<file path="config.mk">
export PLATFORM = sky130hd
export DESIGN_NAME = blk_erase_seq
export DESIGN_NICKNAME = d
export VERILOG_FILES = /design/src/rtl/blk_erase_pkg.sv /design/src/rtl/bes_bus_cycle.sv /design/src/rtl/bes_poll_timer.sv /design/src/rtl/bes_status_decode.sv /design/src/rtl/blk_erase_seq.sv
export SDC_FILE = /design/constraint.sdc
export NUM_CORES = 1
export LEC_CHECK = 0
export ABC_AREA = 1
export BUFFER_PORTS_ARGS = -buffer_cell sky130_fd_sc_hd__buf_2
export CAP_MARGIN = 20
export CORE_UTILIZATION = 50
export DETAILED_ROUTE_END_ITERATION = 12
export PLACE_DENSITY_LB_ADDON = 0.25
export SLEW_MARGIN = 20
export SYNTH_ARGS = -nofsm -noshare
export SYNTH_HDL_FRONTEND = slang
export SYNTH_SLANG_ARGS = --single-unit
</file>
<file path="constraint.sdc">
create_clock -name clk -period 3.4 [get_ports clk]
set_input_delay 0.68 -clock clk [delete_from_list [all_inputs] [get_ports clk]]
set_output_delay 0.68 -clock clk [all_outputs]
set_load 0.05 [all_outputs]
</file>
<file path="src/rtl/blk_erase_pkg.sv">
package blk_erase_pkg;

  typedef enum logic [2:0] {
    RES_OK    = 3'd0,
    RES_VPP   = 3'd1,
    RES_SEQ   = 3'd2,
    RES_ERASE = 3'd3,
    RES_TMO   = 3'd4
  } efs_res_e;

  localparam logic [7:0] CMD_ERASE   = 8'h20;
  localparam logic [7:0] CMD_CONFIRM = 8'hD0;
  localparam logic [7:0] CMD_CLRSR   = 8'h50;
  localparam logic [7:0] CMD_ARRAY   = 8'hFF;

  localparam int SR_RDY = 7;
  localparam int SR_ERS = 5;
  localparam int SR_SEQ = 4;
  localparam int SR_VPP = 3;

endpackage

</file>
<file path="src/rtl/bes_bus_cycle.sv">
module bes_bus_cycle #(
  parameter int ADDR_W   = 20,
  parameter int STRB_CYC = 3
) (
  input  logic              clk,
  input  logic              rst_n,
  input  logic              go,
  input  logic              rd,
  input  logic [ADDR_W-1:0] addr,
  input  logic [7:0]        wdata,
  output logic              busy,
  output logic              fin,
  output logic [7:0]        rdata,
  output logic [ADDR_W-1:0] fl_addr,
  output logic [7:0]        fl_dout,
  input  logic [7:0]        fl_din,
  output logic              fl_we_n,
  output logic              fl_oe_n
);
  localparam int CW = $clog2(STRB_CYC + 1);

  typedef enum logic [1:0] {P_IDLE, P_SET, P_STRB, P_HOLD} phase_e;
  phase_e        ph;
  logic [CW-1:0] cnt;
  logic          rd_q;

  assign busy = (ph != P_IDLE);
  assign fin  = (ph == P_HOLD);

  always_ff @(posedge clk or negedge rst_n) begin
    if (!rst_n) begin
      ph      <= P_IDLE;
      cnt     <= '0;
      rd_q    <= 1'b0;
      fl_addr <= '0;
      fl_dout <= '0;
      rdata   <= '0;
      fl_we_n <= 1'b1;
      fl_oe_n <= 1'b1;
    end else begin
      case (ph)
        P_IDLE: if (go) begin
          fl_addr <= addr;
          fl_dout <= wdata;
          rd_q    <= rd;
          ph      <= P_SET;
        end
        P_SET: begin
          cnt     <= '0;
          fl_we_n <= rd_q;
          fl_oe_n <= !rd_q;
          ph      <= P_STRB;
        end
        P_STRB: begin
          if (cnt == CW'(STRB_CYC - 1)) begin
            fl_we_n <= 1'b1;
            fl_oe_n <= 1'b1;
            if (rd_q) rdata <= fl_din;
            ph <= P_HOLD;
          end else begin
            cnt <= cnt + 1'b1;
          end
        end
        default: ph <= P_IDLE;
      endcase
    end
  end


  strobe_excl_chk: assert property (@(posedge clk) disable iff (!rst_n)
    !(!fl_we_n && !fl_oe_n));


  bus_stable_chk: assert property (@(posedge clk) disable iff (!rst_n)
    (!fl_we_n || !fl_oe_n) |-> ($stable(fl_addr) && $stable(fl_dout)));

endmodule

</file>
<file path="src/rtl/bes_poll_timer.sv">
module bes_poll_timer #(
  parameter int LIMIT = 100000
) (
  input  logic clk,
  input  logic rst_n,
  input  logic clr,
  output logic expired
);
  localparam int TW = $clog2(LIMIT + 1);
  logic [TW-1:0] cnt;

  assign expired = (cnt == TW'(LIMIT));

  always_ff @(posedge clk or negedge rst_n) begin
    if (!rst_n)        cnt <= '0;
    else if (clr)      cnt <= '0;
    else if (!expired) cnt <= cnt + 1'b1;
  end


  tmr_clear_chk: assert property (@(posedge clk) disable iff (!rst_n)
    clr |=> !expired);

endmodule

</file>
<file path="src/rtl/bes_status_decode.sv">
module bes_status_decode
  import blk_erase_pkg::*;
(
  input  logic [7:0] sr,
  output efs_res_e   code
);
  always_comb begin
    if (sr[SR_VPP])                    code = RES_VPP;
    else if (sr[SR_SEQ] && sr[SR_ERS]) code = RES_SEQ;
    else if (sr[SR_ERS])               code = RES_ERASE;
    else                               code = RES_OK;
  end
endmodule

</file>
<file path="src/rtl/blk_erase_seq.sv">
module blk_erase_seq
  import blk_erase_pkg::*;
#(
  parameter int ADDR_W   = 20,
  parameter int BLK_W    = 4,
  parameter int CNT_W    = BLK_W + 1,
  parameter int STRB_CYC = 3,
  parameter int TMO_CYC  = 100000
) (
  input  logic              clk,
  input  logic              rst_n,
  input  logic              req_valid,
  output logic              req_ready,
  input  logic [BLK_W-1:0]  req_first_blk,
  input  logic [CNT_W-1:0]  req_blk_cnt,
  output logic              done,
  output logic [2:0]        result,
  output logic [ADDR_W-1:0] fl_addr,
  output logic [7:0]        fl_dout,
  input  logic [7:0]        fl_din,
  output logic              fl_we_n,
  output logic              fl_oe_n,
  input  logic              fl_ready
);
  localparam int OFS_W = ADDR_W - BLK_W;

  typedef enum logic [2:0] {
    S_IDLE, S_SETUP, S_CONF, S_POLL, S_STAT, S_CLR, S_ARR, S_FIN
  } seq_e;

  seq_e             state;
  logic [BLK_W-1:0] blk_q;
  logic [CNT_W-1:0] left_q;
  efs_res_e         code_q;
  efs_res_e         dec_code;
  logic             issued;
  logic             bus_go, bus_rd, cyc_busy, cyc_fin, tmo_exp;
  logic [7:0]       bus_data, rdata;

  assign req_ready = (state == S_IDLE);
  assign done      = (state == S_FIN);
  assign result    = code_q;

  always_comb begin
    bus_rd   = 1'b0;
    bus_data = CMD_ARRAY;
    case (state)
      S_SETUP: bus_data = CMD_ERASE;
      S_CONF:  bus_data = CMD_CONFIRM;
      S_POLL:  bus_rd   = 1'b1;
      S_STAT:  bus_rd   = 1'b1;
      S_CLR:   bus_data = CMD_CLRSR;
      default: bus_data = CMD_ARRAY;
    endcase
    bus_go = !issued && !cyc_busy &&
             (state != S_IDLE) && (state != S_FIN);
  end

  bes_bus_cycle #(.ADDR_W(ADDR_W), .STRB_CYC(STRB_CYC)) u_bus (
    .clk(clk), .rst_n(rst_n), .go(bus_go), .rd(bus_rd),
    .addr({blk_q, {OFS_W{1'b0}}}), .wdata(bus_data),
    .busy(cyc_busy), .fin(cyc_fin), .rdata(rdata),
    .fl_addr(fl_addr), .fl_dout(fl_dout), .fl_din(fl_din),
    .fl_we_n(fl_we_n), .fl_oe_n(fl_oe_n)
  );

  bes_poll_timer #(.LIMIT(TMO_CYC)) u_tmr (
    .clk(clk), .rst_n(rst_n), .clr(state != S_POLL), .expired(tmo_exp)
  );

  bes_status_decode u_dec (.sr(rdata), .code(dec_code));

  always_ff @(posedge clk or negedge rst_n) begin
    if (!rst_n) begin
      state  <= S_IDLE;
      blk_q  <= '0;
      left_q <= '0;
      code_q <= RES_OK;
      issued <= 1'b0;
    end else begin
      if (bus_go)       issued <= 1'b1;
      else if (cyc_fin) issued <= 1'b0;
      case (state)
        S_IDLE: if (req_valid) begin
          blk_q  <= req_first_blk;
          left_q <= req_blk_cnt;
          code_q <= RES_OK;
          state  <= (req_blk_cnt == '0) ? S_FIN : S_SETUP;
        end
        S_SETUP: if (cyc_fin) state <= S_CONF;
        S_CONF:  if (cyc_fin) state <= S_POLL;
        S_POLL: if (cyc_fin) begin
          if (fl_ready || rdata[SR_RDY]) begin
            if (left_q == CNT_W'(1)) state <= S_STAT;
            else begin
              blk_q  <= blk_q + 1'b1;
              left_q <= left_q - 1'b1;
              state  <= S_SETUP;
            end
          end else if (tmo_exp) begin
            code_q <= RES_TMO;
            state  <= S_CLR;
          end
        end
        S_STAT: if (cyc_fin) begin
          code_q <= dec_code;
          state  <= S_CLR;
        end
        S_CLR: if (cyc_fin) state <= S_ARR;
        S_ARR: if (cyc_fin) state <= S_FIN;
        default: state <= S_IDLE;
      endcase
    end
  end


  done_pulse_chk: assert property (@(posedge clk) disable iff (!rst_n)
    done |=> !done);


  idle_quiet_chk: assert property (@(posedge clk) disable iff (!rst_n)
    req_ready |-> (fl_we_n && fl_oe_n));


  vpp_prio_chk: assert property (@(posedge clk) disable iff (!rst_n)
    (state == S_STAT && cyc_fin && rdata[SR_VPP]) |=> (result == 3'd1));


  tmo_code_chk: assert property (@(posedge clk) disable iff (!rst_n)
    (state == S_POLL && cyc_fin && !fl_ready && !rdata[SR_RDY] && tmo_exp)
      |=> (result == 3'd4));

endmodule

</file>
Yosys cells after proc, flatten, opt, wreduce, memory -nomap -nowiden. Cells that the tools add are included.

$add $sub $neg: 4. Multiplexer cells: 45. Reductions and logical operators: 26. Equal/unequal tests: 31.

Operators with widths (number): 3-bit two-way mux (18); 17-bit two-way mux (2); 2-bit != test (second input constant) (13); 8-bit case mux with 3 select lines (1); 3-bit case mux with 7 select lines (1); 5-bit two-way mux (4); 17-bit by 1-bit adder with 17-bit output (second input constant) (1); 17-bit == test (second input constant) (1); 4-bit two-way mux (4); 3-bit == test (second input constant) (4); 5-bit case mux with 2 select lines (1); 3-bit case mux with 3 select lines (1); 2-bit two-way mux (4); 4-bit case mux with 2 select lines (1); 2-bit AND reduction (4); 8-bit AND reduction (1); 2-bit nonzero test (4); 2-bit == test (second input constant) (3); 3-bit by 2-bit == test with 1-bit output (second input constant) (2); 3-bit != test (second input constant) (2); 2-bit case mux with 3 select lines (1); 6-bit AND reduction (1); 3-bit nonzero test (2); 5-bit by 1-bit == test with 1-bit output (second input constant) (1); other kinds (19) (29).

Input bits: 21. Output and inout bits: 35. Word-level logic and storage cells: 120. Flip-flop bits (word level): 60.

Logic depth before layout (Yosys ltp). Gate-level depths: netlist (run 1).

Word-level depth: 7. Gate-level depth with buffers: 11. Mapped depth without buffers: 10.

By module. Synthesis (run 1) repeated with hierarchy kept, for this count alone.

Cells, all modules: 576. Area, all modules: 4251.6 µm².

Modules (own cells, without submodules): bes_bus_cycle (instances 1, area an instance 1895.6 µm², seq. area each 1078.5 µm², cells an instance 216); blk_erase_seq (instances 1, area an instance 1198.6 µm², seq. area each 400.4 µm², cells an instance 185); bes_poll_timer (instances 1, area an instance 1121.1 µm², seq. area each 425.4 µm², cells an instance 167); bes_status_decode (instances 1, area an instance 36.3 µm², seq. area each 0.0 µm², cells an instance 8).

Worst setup path before layout (run 1). No wires, ideal clock.

Path type: reg2out. Start point: register, netlist name u_bus.fl_dout[3]. End point: output port fl_dout[1]. Cell stages (with the launch flop): 2. Slack: 1.780 ns. Arrival: 0.940 ns. Required time: 2.720 ns. Cells stage by stage: dfrtp_1 -> buf_4.

RTL lines: to (decl) (line blk_erase_seq.sv:19) `output logic [7:0] fl_dout,`.

Worst setup path after layout (run 1).
Start point: register state[1]. End point: output port req_ready.

Longest elaborated chain between the ends: 1.

Ends and longest elaborated chain: from (decl) (line blk_erase_seq.sv:31) `seq_e state;`; from (signal assigned) (line blk_erase_seq.sv:88) `state <= (req_blk_cnt == '0) ? S_FIN : S_SETUP;`; 3-bit zero test (line blk_erase_seq.sv:40) `assign req_ready = (state == S_IDLE);`; to (decl) (line blk_erase_seq.sv:13) `output logic req_ready,`.

Every way passes these cells.

==> results of run 1 <==
[flip-flops by register name, summed over array words and instances (netlist names)]
name           cells
result             3
blk_q              4
state              3
u_bus.rd_q         1
u_bus.rdata        4
u_bus.cnt          2
u_bus.ph           2
u_bus.fl_we_n      1
issued             1
left_q             5
u_tmr.cnt         17
u_bus.fl_oe_n      1
u_bus.fl_dout      4
u_bus.fl_addr      4
[metal layers]
metal,share of wire (%),up-vias,track usage [%]
li1,-,1297,-
met1,47,1180,27.0
met2,48,41,34.3
met3,3.1,6,3.52
met4,1.7,0,8.57
met5,0,-,0
[layout make-up]
type / instances / area (µm²) / share of cell area (%)
clock buffer: 5 / 68.8 / 2.07
clock inverter: 3 / 46.3 / 1.39
inverter: 49 / 186 / 5.61
multi-input combinational: 285 / 1430 / 43.1
sequential: 52 / 1300 / 39.2
tap: 75 / 93.8 / 2.82
timing repair buffer: 37 / 190 / 5.72
[per-stage QoR]
step                      worst slack, ps  power (mW)  cells  instance area, µm²
after floorplan                      1780        2.37    413                3130
after global placement               1620        2.55    498                3210
after detailed placement             1610        2.59    498                3210
after CTS                            1240        3.03    506                3320
after global routing                 1200        3.27    506                3320
final                                1240        3.01    506                3320
[cell families after synthesis]
logic type	share of synthesized area [%]
compound gates	11.0
xor+xnor	1.42
fa+ha+maj	4.47
buf+inv	12.9
flops	42.4
mux	0.732
other cells	0.122
simple gates	27.0
[worst max path at each step]
| stage | end | depth (start not counted) | start | slack, ps |
|---|---|---|---|---|
| 6_report | req_ready | 4 | state[1] | 1240 |
| 3_3_place_gp | req_ready | 4 | state[1] | 1620 |
| 5_1_grt | req_ready | 4 | state[1] | 1200 |
| 4_1_cts | req_ready | 4 | state[0] | 1240 |
| 3_5_place_dp | req_ready | 4 | state[0] | 1610 |
| 2_1_floorplan | fl_dout[1] | 1 | u_bus.fl_dout[3] | 1780 |
[critical path, stage by stage (launching register included)]
cell and delay (ps):
dfrtp_1 500, inv_2 120, nand2_2 90, nor2_4 160
buf_2 290
[placed cells by master, fill, tap and decap left out, types with 2 or more instances in the layout]
cell and count:
mux2_2 2, inv_2 5, a21oi_1 15, nand3_1 22, nor3_1 6, ha_1 11, clkbuf_8 5, o21ai_1 13
nor2_4 3, buf_4 2, dfstp_2 2, xor2_1 4, nand2_1 101, nor2_2 2, inv_1 43, dfrtp_1 50
conb_1 16, nand4_1 6, nor2_1 43, o21ai_0 25, o21ai_2 5, buf_2 35, nand2_2 3
[power by group]
| part | internal, mW | switching, mW |
|---|---|---|
| Clock | 0.222 | 0.219 |
| Combinational | 0.450 | 1.11 |
| Sequential | 0.835 | 0.170 |
==> key figures, run 1 <==
Clock network
  – Cts bufs inserted: 5
  – Clock transition at path regs: 100 ps
  – Clk buf depth: 2
  – CTS tree: yes
  – Root Buffer: clkbuf_8
  – Worst-skew pair later-pin latency: 320 ps
  – Hold bufs inserted after CTS: 0
  – Post-CTS Setup Bufs: 0
  – Htree depth: 2
  – CTS Sinks: 52
  – CTS resizes: 0

Routing
  – Antenna Nets Post-Route: 0
  – DR WL/cell: 11.4 µm
  – Vias per Instance: 4.99
  – Detailed-route via count: 2524
  – Residual DRC count: 0
  – Routed WL: 5.78 mm
  – Initial DRC Count: 165
  – DRT Pass-1 Iters: 4

Timing
  – Clock Skew: 6.82 ps
  – Setup TNS: 0 ps
  – Period minus WS final: 2160 ps
  – Fmax achieved: 0.463 GHz
  – Final Max Slew Viols: 0
  – Hold_ws: 403 ps
  – Fin crit share: 63.5%
  – Hold Vio Cnt, Final: 0
  – RSZ-0062 raised after global routing: no
  – Slew headroom: 52.6%
  – Setup Viol. Count Final: 0
  – Slew @ Worst Pin: 712 ps

Place
  – Final HPWL DP: 4.27 mm
  – Placer Congestion: 0.856
  – IO buf count: 35

Floorplan
  – Die ar.: 6470 µm²
  – Initial Utilization: 52.0%
  – Core area: 5920 µm²
  – Chip width: 80.4 µm
  – I/O pin cnt: 56
  – Row cnt: 28
  – Die height: 80.4 µm

Global route
  – GRT overflow: 0
  – Pin count of the biggest net entering global routing: 34
  – All-layer global routing usage: 20.8%
  – First-pass GRT wire length: 10.4 mm
  – Vias in the first global route: 2337
  – Initial antenna violation count: 0

Synth
  – Yosys Warn Count: 0
  – Mapped cell area: 3080 µm²
  – Yosys top cell area share: 40.7%
  – Post-synth EDFFs: 0
  – Largest cells by area after synthesis: dfrtp_1, nand2_1, inv_1, nor2_1, buf_4
  – Unique masters post-synth: 33
  – Sequential cell area fraction in the yosys report: 42.4%
  – Syn Area/Cell: 7.73 µm²
  – Cell taking the most area after synthesis: dfrtp_1
  – Yosys reg bits: 52
  – Ys async rst share: 100%
  – Top post-synthesis cells by count: nand2_1, dfrtp_1, inv_1, nor2_1, o21ai_0
  – Count leader, synth: nand2_1
  – Top FF cell, synth: dfrtp_1
  – Syn Inst Count: 398

Hold path
  – HP Class: in2async

Cells and area
  – Share of cells above drive strength 1: 16.5%
  – Antenna Cells: 0
  – NumNets Final: 462
  – Area Growth Syn to Fin: 8.01%
  – Core Util, Final: 56.1%
  – Fill cell count: 585

Critical path
  – Worst path arrival time: 1480 ps
  – Crit start category: register
  – R2r endpoint: left_q[0]
  – Worst setup EP type: primary output
  – Crit Reg-Reg Startpoint: state[2]
  – Reg2reg setup slack: 1640 ps
  – CP Data Required Time: 2720 ps
  – Worst Reg-to-Reg Cells: 8
  – WS Path Type: reg2out
  – CP max FO: 7

Status
  – Run status: complete, no violations

Pwr
  – Pleak: 1.71 nW
  – P per Cell Area: 905 nW/µm²
  – Worst vdd ir: 0.000642 V

Run
  – Maxcap violations: 0
Power figures use the tool's default switching activity.
==> run 2, diff against run 1 <==
Clock period 3.4 ns to 1.95 ns, I/O delays scaled along.
==> key figures, run 2 (synthesis results as in run 1) <==
Run
  – Maxcap violations: 0

Floorplan
  – Initial Utilization: 52.0%
  – Core area: 5920 µm²
  – I/O pin cnt: 56
  – Die ar.: 6470 µm²
  – Row cnt: 28
  – Die height: 80.4 µm
  – Chip width: 80.4 µm

Clock network
  – Cts bufs inserted: 5
  – Root Buffer: clkbuf_8
  – Htree depth: 2
  – Worst-skew pair later-pin latency: 310 ps
  – CTS Sinks: 52
  – Post-CTS Setup Bufs: 0
  – CTS tree: yes
  – Clk buf depth: 2
  – CTS resizes: 0
  – Hold bufs inserted after CTS: 0
  – Clock transition at path regs: 90 ps

Cells and area
  – Commonest non-fill, non-tap cell in the layout: nand2_1
  – NumNets Final: 464
  – Commonest non-fill, non-tap cells in the layout: nand2_1, dfrtp_1, inv_1, nor2_1, buf_2
  – Top Registers: u_tmr.cnt: 17 flops, left_q: 5 flops
  – Finished Layout Cells: 508
  – Core Util, Final: 56.2%
  – Share of cells above drive strength 1: 16.4%
  – Antenna Cells: 0
  – Largest Register: u_tmr.cnt
  – Area Growth Syn to Fin: 8.09%
  – Fill cell count: 581
  – Largest register FFs: 17

Timing
  – Fmax achieved: 0.541 GHz
  – Setup Viol. Count Final: 0
  – Final Max Slew Viols: 0
  – Setup TNS: 0 ps
  – Clock Skew: 8.77 ps
  – Fin crit share: 94.7%
  – Hold Vio Cnt, Final: 0
  – Period minus WS final: 1850 ps
  – RSZ-0062 raised after global routing: no
  – Final worst setup slack: 103 ps

Routing
  – Routed WL: 5.72 mm
  – DR WL/cell: 11.3 µm
  – Initial DRC Count: 106
  – Antenna Nets Post-Route: 0
  – Detailed-route via count: 2465
  – DRT Pass-1 Iters: 4
  – Residual DRC count: 0
  – Vias per Instance: 4.85

Place
  – Final HPWL DP: 4.32 mm
  – Pre-CTS setup slack: 255 ps
  – Placed cell count: 500
  – Placer Congestion: 0.946
  – IO buf count: 35

Global route
  – Vias in the first global route: 2313
  – All-layer global routing usage: 20.1%
  – Pin count of the biggest net entering global routing: 34
  – Initial antenna violation count: 0
  – First-pass GRT wire length: 10.0 mm
  – GRT overflow: 0

Pwr
  – Pleak: 1.71 nW
  – P per Cell Area: 1540 nW/µm²
  – Worst vdd ir: 0.00107 V

Critical path
  – Worst path arrival time: 1460 ps
  – Crit start category: register
  – Worst setup EP type: primary output
  – CP Data Required Time: 1560 ps
  – CP max FO: 7
  – WS Path Type: reg2out

Status
  – Run status: complete, no violations

Hold path
  – HP Class: in2async
[run 2: final timing paths]
check | slack, ps | to | depth (start not counted) | from
hold / removal | 30 | left_q[0] | 1 | rst_n
setup / recovery | 100 | req_ready | 4 | state[1]
setup reg to reg | 190 | state[2] | 8 | state[2]
hold reg to reg | 480 | u_bus.fl_addr[17] | 2 | u_bus.fl_addr[17]
max in group asynchronous | 1310 | u_bus.fl_oe_n | 2 | rst_n
min in group clk | 310 | u_bus.rdata[4] | 2 | fl_din[4]
[run 2: where the power goes]
group          internal (mW)  switching [mW]
registers               1.46           0.290
logic                  0.807            1.94
clock network          0.290           0.346
[run 2: critical path: stages, from the launching register on]
cell	delay (ps)
dfrtp_1	490
inv_2	120
nand2_2	90
nor2_4	160
buf_2	290
[run 2: per-layer routing]
| layer | GRT usage, % | up-vias | wire (µm) |
|---|---|---|---|
| met3 | 3.41 | 7 | 206 |
| met5 | 0 | - | 0 |
| met4 | 8.04 | 0 | 92 |
| met1 | 24.9 | 1114 | 2750 |
| li1 | - | 1298 | - |
| met2 | 34.4 | 46 | 2670 |
[run 2: layout make-up]
| class | count | area [µm²] | share of cell area [%] |
|---|---|---|---|
| clock buffer | 8 | 90.1 | 2.71 |
| inverter | 49 | 186 | 5.61 |
| multi-input combinational | 285 | 1430 | 43.1 |
| sequential | 52 | 1300 | 39.2 |
| tap | 75 | 93.8 | 2.82 |
| timing repair buffer | 39 | 218 | 6.55 |
[run 2: through the flow]
step	hold slack, ps	area (µm²)	power [mW]
after detailed placement	376	3240	4.54
after CTS	36.0	3330	5.18
final	27.9	3330	5.13
after global routing	52.3	3330	5.61
after floorplan	94.4	3130	4.13
after global placement	370	3240	4.48
==> run 3, diff against run 2 <==
Settings changed: GPL_TIMING_DRIVEN set to 1.
Clock period 1.95 ns to 1.8 ns, I/O delays scaled along.
==> key figures, run 3 (synthesis results as in run 1) <==
Clock network
  – Cts bufs inserted: 5
  – Hold bufs inserted after CTS: 0
  – Clock transition at path regs: 90 ps
  – Clk buf depth: 2
  – Htree depth: 2
  – CTS tree: yes
  – Worst-skew pair later-pin latency: 300 ps
  – Root Buffer: clkbuf_8
  – CTS Sinks: 52

Critical path
  – CP max FO: 7
  – Worst setup EP type: primary output
  – WS Path Type: reg2out
  – Worst path arrival time: 1380 ps
  – Crit start category: register
  – CP Data Required Time: 1440 ps

Timing
  – Fmax achieved: 0.574 GHz
  – Hold Vio Cnt, Final: 0
  – Setup TNS: 0 ps
  – Period minus WS final: 1740 ps
  – Final Max Slew Viols: 0
  – Setup Viol. Count Final: 0
  – Fin crit share: 96.7%
  – Clock Skew: 7.28 ps
  – RSZ-0062 raised after global routing: no

Floorplan
  – Row cnt: 28
  – Chip width: 80.4 µm
  – Die ar.: 6470 µm²
  – Initial Utilization: 52.0%
  – Die height: 80.4 µm
  – I/O pin cnt: 56
  – Core area: 5920 µm²

Cells and area
  – Share of cells above drive strength 1: 17.5%
  – Top Registers: u_tmr.cnt: 17 flops, left_q: 5 flops
  – Fill cell count: 575
  – Largest Register: u_tmr.cnt
  – Area Growth Syn to Fin: 8.21%
  – Core Util, Final: 56.2%
  – Commonest non-fill, non-tap cell in the layout: nand2_1
  – Commonest non-fill, non-tap cells in the layout: nand2_1, dfrtp_1, inv_1, nor2_1, buf_2
  – Largest register FFs: 17
  – Antenna Cells: 0
  – NumNets Final: 467

Global route
  – GRT overflow: 0
  – First-pass GRT wire length: 10.2 mm
  – Initial antenna violation count: 0
  – Pin count of the biggest net entering global routing: 35
  – All-layer global routing usage: 20.4%
  – Vias in the first global route: 2253

Pwr
  – Pint: 2.75 mW
  – P per Cell Area: 1670 nW/µm²
  – Clock power share: 11.6%
  – Combinational Power Share: 54.4%
  – Sequential share of power: 34.0%
  – Sw power: 2.81 mW
  – Sw frac: 50.6%
  – Pleak: 1.72 nW
  – Worst vdd ir: 0.00110 V

Routing
  – Routed WL: 5.86 mm
  – Detailed-route via count: 2455
  – DR WL/cell: 11.5 µm
  – Vias per Instance: 4.81
  – DRT Pass-1 Iters: 4
  – Initial DRC Count: 93
  – Residual DRC count: 0
  – Antenna Nets Post-Route: 0

Place
  – Placer Congestion: 0.879
  – Final HPWL DP: 4.35 mm
  – IO buf count: 35

Run
  – Maxcap violations: 0

Hold path
  – HP Class: in2async

Status
  – Run status: complete, no violations
run 3: through the flow:
stage | cell area, µm² | total power, mW | hold WS (ps) | setup WS [ps] | cells
2_1_floorplan | 3130 | 4.47 | 64.4 | 317 | 413
3_3_place_gp | 3250 | 4.86 | 336 | 261 | 503
3_5_place_dp | 3250 | 4.94 | 344 | 226 | 503
4_1_cts | 3330 | 5.60 | 17.3 | 56.1 | 510
5_1_grt | 3330 | 6.05 | 23.6 | 3.25 | 510
6_report | 3330 | 5.55 | 14.7 | 58.9 | 510
run 3: final cells by class:
type	instances	area, µm²	share of cell area, %
repair buffers	42	230	6.91
clock buffers	6	72.6	2.18
multi-input cells	285	1440	43.1
inverters	49	186	5.60
flip-flops and latches	52	1310	39.2
well taps	75	93.8	2.82
clock inverters	1	5.00	0.150
run 3: worst max-delay path, stage by stage, from the launching register on:
cell,delay (ps)
dfrtp_1,490
inv_2,110
nand2_2,90
nor2_4,160
buf_4,230
run 3: power groups by stage:
stage / Combinational, mW / Sequential (mW) / Clock (mW)
2_1_floorplan: 2.19 / 2.28 / 0
3_3_place_gp: 2.97 / 1.89 / 0
3_5_place_dp: 3.04 / 1.90 / 0
4_1_cts: 3.05 / 1.88 / 0.667
5_1_grt: 3.39 / 1.94 / 0.719
6_report: 3.02 / 1.89 / 0.641
run 3: path summary, 6_finish.rpt:
path,from,slack [ps],depth (start not counted),end
min in group clk,fl_din[4],280,2,u_bus.rdata[4]
min reg2reg,u_bus.fl_addr[17],480,2,u_bus.fl_addr[17]
max in group asynchronous,rst_n,1350,2,u_bus.fl_oe_n
max reg2reg,u_bus.ph[0],220,6,u_bus.rdata[3]
min,rst_n,10,2,left_q[0]
max,state[1],60,4,req_ready
run 3: per-layer routing:
metal  wire [µm]  part of all wire [%]  track usage [%]
met2        2770                    47             34.2
met3         178                   3.0             4.09
met4          36                  0.61             4.82
met5           0                     0                0
met1        2880                    49             26.8
run 3: timing repair:
action,CTS,global route
hold endpoints to repair,0,0
endpoints found under the setup margin,1,2
gates resized for setup,1,2
buffers inserted,0,0
